[config.mk]
export PLATFORM = sky130hd
export DESIGN_NAME = tlb_inval_ctrl
export DESIGN_NICKNAME = d
export VERILOG_FILES = /design/src/rtl/tlb_inval_ctrl.sv
export SDC_FILE = /design/constraint.sdc
export NUM_CORES = 1
export LEC_CHECK = 0
export BUFFER_PORTS_ARGS = -buffer_cell sky130_fd_sc_hd__buf_2
export CAP_MARGIN = 15
export CORE_ASPECT_RATIO = 0.9
export CORE_MARGIN = 1.5
export CORE_UTILIZATION = 40
export DETAILED_ROUTE_END_ITERATION = 10
export PLACE_DENSITY_LB_ADDON = 0.08
export SETUP_SLACK_MARGIN = 0.5
export SYNTH_ARGS = -nofsm -noshare
export SYNTH_HDL_FRONTEND = slang
export SYNTH_SLANG_ARGS = --single-unit
[constraint.sdc]
create_clock -name clk -period 1.65 [get_ports clk]
set_clock_uncertainty 0.05 [all_clocks]
set_input_delay 0 -clock clk [delete_from_list [all_inputs] [get_ports clk]]
set_output_delay 0 -clock clk [all_outputs]
set_load 0.01 [all_outputs]
[src/rtl/tlb_inval_ctrl.sv]
module tlb_inval_ctrl #(
  parameter int NUM_STREAMS = 16,
  parameter int NUM_ENTRIES = 16,
  parameter bit OPCODE_MODE = 1'b0,
  localparam int SW = $clog2(NUM_STREAMS),
  localparam int IW = $clog2(NUM_ENTRIES)
) (
  input  logic          clk,
  input  logic          rst_n,
  input  logic          reg_wr,
  input  logic [11:0]   reg_waddr,
  input  logic [31:0]   reg_wdata,
  input  logic [11:0]   reg_raddr,
  output logic [31:0]   reg_rdata,
  output logic [IW-1:0] walk_idx,
  input  logic          entry_valid,
  input  logic [SW-1:0] entry_tag,
  output logic          clr_en,
  output logic [IW-1:0] clr_idx,
  output logic          busy
);
  localparam logic [11:0] MASK_CMD = 12'h020;
  localparam logic [11:0] MASK_SEL = 12'h034;
  localparam logic [11:0] OP_CMD   = 12'h080;
  localparam logic [IW-1:0] LAST   = IW'(NUM_ENTRIES - 1);
  localparam logic [NUM_STREAMS-1:0] ALL = '1;

  logic [NUM_STREAMS-1:0] mask_q, sel_q, new_sel;
  logic [IW-1:0] idx_q;
  logic busy_q, cmd_hit, start;

  always_comb begin
    if (OPCODE_MODE) begin
      cmd_hit = reg_wr && reg_waddr == OP_CMD && !reg_wdata[9];
      new_sel = reg_wdata[8] ? (NUM_STREAMS'(1) << reg_wdata[SW-1:0]) : ALL;
    end else begin
      cmd_hit = reg_wr && reg_waddr == MASK_CMD && reg_wdata[20];
      new_sel = mask_q;
    end
  end

  assign start = cmd_hit && !busy_q && (|new_sel);

  always_ff @(posedge clk) begin
    if (!rst_n) begin
      mask_q <= '0;
      sel_q  <= '0;
      idx_q  <= '0;
      busy_q <= 1'b0;
    end else begin
      if (!OPCODE_MODE && reg_wr && reg_waddr == MASK_SEL)
        mask_q <= reg_wdata[NUM_STREAMS-1:0];
      if (start) begin
        busy_q <= 1'b1;
        idx_q  <= '0;
        sel_q  <= new_sel;
      end else if (busy_q) begin
        if (idx_q == LAST) busy_q <= 1'b0;
        idx_q <= idx_q + 1'b1;
      end
    end
  end

  assign busy     = busy_q;
  assign walk_idx = idx_q;
  assign clr_idx  = idx_q;
  assign clr_en   = busy_q && entry_valid && sel_q[entry_tag];

  always_comb begin
    reg_rdata = '0;
    if (OPCODE_MODE) begin
      if (reg_raddr == OP_CMD) reg_rdata[31] = busy_q;
    end else begin
      if (reg_raddr == MASK_CMD) reg_rdata[2] = busy_q;
      if (reg_raddr == MASK_SEL) reg_rdata[NUM_STREAMS-1:0] = mask_q;
    end
  end

  p_reset_idle_r1: assert property (@(posedge clk) !rst_n |=> !busy && !clr_en);
  p_walk_step_r6: assert property (@(posedge clk) disable iff (!rst_n)
    busy && walk_idx != LAST |=> busy && walk_idx == $past(walk_idx) + 1'b1);
  p_walk_end_r6: assert property (@(posedge clk) disable iff (!rst_n)
    busy && walk_idx == LAST |=> !busy);
  p_walk_start_r6: assert property (@(posedge clk) disable iff (!rst_n)
    $rose(busy) |-> walk_idx == '0);
  p_clear_only_valid_r6: assert property (@(posedge clk) disable iff (!rst_n)
    clr_en |-> busy && entry_valid);
  p_sel_held_r7: assert property (@(posedge clk) disable iff (!rst_n)
    busy && $past(busy) |-> $stable(sel_q));
  p_empty_idle_r8: assert property (@(posedge clk) disable iff (!rst_n)
    !busy && cmd_hit && new_sel == '0 |=> !busy);
endmodule

==> flow_summary.toml <==
[status]
status = "complete, but fails checks"
violations = "setup timing"

[floorplanning]
num_rows = 24
coreArea_sq_um = 4860
start_util_pct = 41.9
die_h_microns = 70.7
die_w_microns = 78.3
io_pins = 106
die_area_sq_um = 5540

[yosys]
ys_ff_latch = 37
async_flop_share_pct = 0
seq_area_frac_synth_pct = 36.3
synthTopCellsByArea = "dfxtp_1, mux2i_1, buf_4, nand2_1, nor2b_1"
synth_top_area_share_pct = 36.3
synth_cell_types = 35
yosys.area.top_type = "dfxtp_1"
yosys_warnings = 0
synthesis.area_sq_um = 2040
yosys-top-cells-count = "dfxtp_1, nand2_1, mux2i_1"
synth-main-ff-cell = "dfxtp_1"
syn_inst = 217
synth_area_per_cell_sq_um = 9.40
synth.most_common_cell = "dfxtp_1"
synth_edf_count = 0

[clock_tree]
clkSinkCount = 37
cts_made_buffers = 5
tritoncts = "yes"
htree_levels = 2
clk_latency_ps = 280
cts-root-buf = "clkbuf_8"
clk_path_buf_depth = 2
path_clk_slew_ps = 70

[setup_path]
worstReg2RegStart = "busy"
critical_path.endpoint = "clr_en"
cp-start-kind = "register"
cp_max_fo = 2
cp-end-kind = "output port"
critPathKind = "reg -> out"
cp.arrival_ps = 1600
worstReg2RegEnd = "sel_q[4]"
ff2ff_path_depth = 5
reg2reg_slack_ps = 190
required_ps = 1600
cp-startpoint = "sel_q[5]"

[route]
wire_per_inst_microns = 14.0
via_per_inst = 4.75
final_antenna_net_count = 0
vias = 1825
drc = 0
first_pass_iters = 4
drt_iter0_markers = 48
wl_microns = 5370

[worst_hold_path]
hold_path_class = "in -> reg"

[cells_and_area]
drive_gt1_share_pct = 48.9
syn_to_final_growth_pct = 51.6
n_antenna_cell = 0
fin_nets = 385

[global_route]
grt_overflow = 0
grt_pass1_wl_microns = 8120
met1_usage_pct = 25.4
grtUsageMet2_pct = 30.2
grt_max_degree = 33
antenna_found_initial = 0
grt_util_met3_pct = 3.48
grt_pass1_vias = 1732
grtUsageTotal_pct = 18.8
top_usage_layer = "met2"

[power]
seq_power_share_pct = 53.9
p_sw_uw = 380
clock_power_share_pct = 34.8
leakagePower_uw = 0.00157
internal-power_uw = 1270
irDropWorstVdd_uv = 325
powerDensity_nw_per_um2 = 532
p_comb_share_pct = 11.3
p_sw_share_pct = 23.1

[sta]
hold_violations = 0
min_period_ps = 1650
final-setup-viol-count = 1
fin_crit_sh_pct = 100
rsz0062_at_grt = "true"
finalMaxSlewViolations = 0
hold_ws_ps = 118
setup_ws_ps = -0.0507
fmax_mhz = 606

[run]
drv_cap = 0

[placed_design]
gp_congestion = 0.706
place_hpwl_microns = 3240
port-buffer-count = 74
pre_cts_ws_ps = 95.1
-- final cells by class --
| cell class | count | area, sq um |
|---|---|---|
| multi-input cells | 165 | 1340 |
| inverters | 1 | 3.75 |
| well taps | 65 | 81.3 |
| flip-flops and latches | 37 | 758 |
| clock buffers | 5 | 68.8 |
| repair buffers | 110 | 831 |
| clock inverters | 1 | 5.00 |
| fillers | 439 | 1770 |
-- how the worst min path moves through the flow --
| stage | slack [ps] | startpoint | depth (start not counted) | endpoint |
|---|---|---|---|---|
| 2_1_floorplan | 120 | reg_wdata[0] | 2 | mask_q[0] |
| 3_3_place_gp | 210 | reg_wdata[3] | 3 | mask_q[3] |
| 3_5_place_dp | 210 | reg_wdata[12] | 3 | mask_q[12] |
| 4_1_cts | 120 | rst_n | 2 | mask_q[3] |
| 5_1_grt | 160 | rst_n | 2 | mask_q[2] |
| 6_report | 120 | rst_n | 3 | sel_q[1] |
-- worst max-delay path, cell delays in order, from the launching register on --
cell     delay, ps
dfxtp_2        320
mux4_2         480
o22ai_2        120
o32ai_2        100
and3_1         160
buf_2          130
-- per-layer routing --
layer | part of all wire [%] | vias up | wire length, microns
met5 | 0 | - | 0
met4 | 2.1 | 0 | 115
met3 | 4.0 | 11 | 215
met2 | 48 | 50 | 2560
met1 | 46 | 854 | 2470
li1 | - | 910 | -
-- stage by stage --
step                util (%)  std cells  area (sq um)  total power [uW]  setup TNS [ps]
floorplan                  -        232          2100              1010               0
CTS                     57.1        379          2780              1640           -10.5
finish                  63.6        384          3090              1650         -0.0507
detailed placement      49.7        350          2420              1050               0
global placement        49.7        350          2420              1050               0
global route            63.6        384          3090              1700           -55.6
-- registers in the layout (all words and copies together) (netlist names) --
name     flops
mask_q      16
clr_idx      4
busy         1
sel_q       16
-- logic make-up after synthesis --
| family | share of synthesized area [%] |
|---|---|
| mux | 19.6 |
| other cells | 0.184 |
| xor+xnor | 1.29 |
| fa+ha+maj | 0.613 |
| simple gates | 27.7 |
| buf+inv | 11.3 |
| compound gates | 2.94 |
| flops | 36.3 |
-- power groups by stage --
stage	sequential (uW)	clock [uW]	combinational (uW)
2_1_floorplan	913	0	92.2
3_3_place_gp	913	0	137
3_5_place_dp	913	0	139
4_1_cts	891	584	169
5_1_grt	887	613	201
6_report	888	572	186
-- timing repair --
action,CTS,global route
buffers inserted,4,4
endpoints found under the setup margin,23,54
pin swaps,3,14
gates cloned,3,1
hold buffers,16,0
gates resized for setup,16,60
endpoints found under the hold margin,16,0
-- placed cells by master, fill, tap and decap left out, drive strengths merged, types with 3 or more instances in the layout --
master and n:
nor4b 3, dfxtp 37, nand4 4, nand2 35, and3 5, conb 16, buf 94, clkbuf 5
nand2b 5, dlygate4sd3 16, nor4 5, mux2 4, and2 16, nor2b 17, mux2i 31, nor2 4
Power figures use the tool's default switching activity.
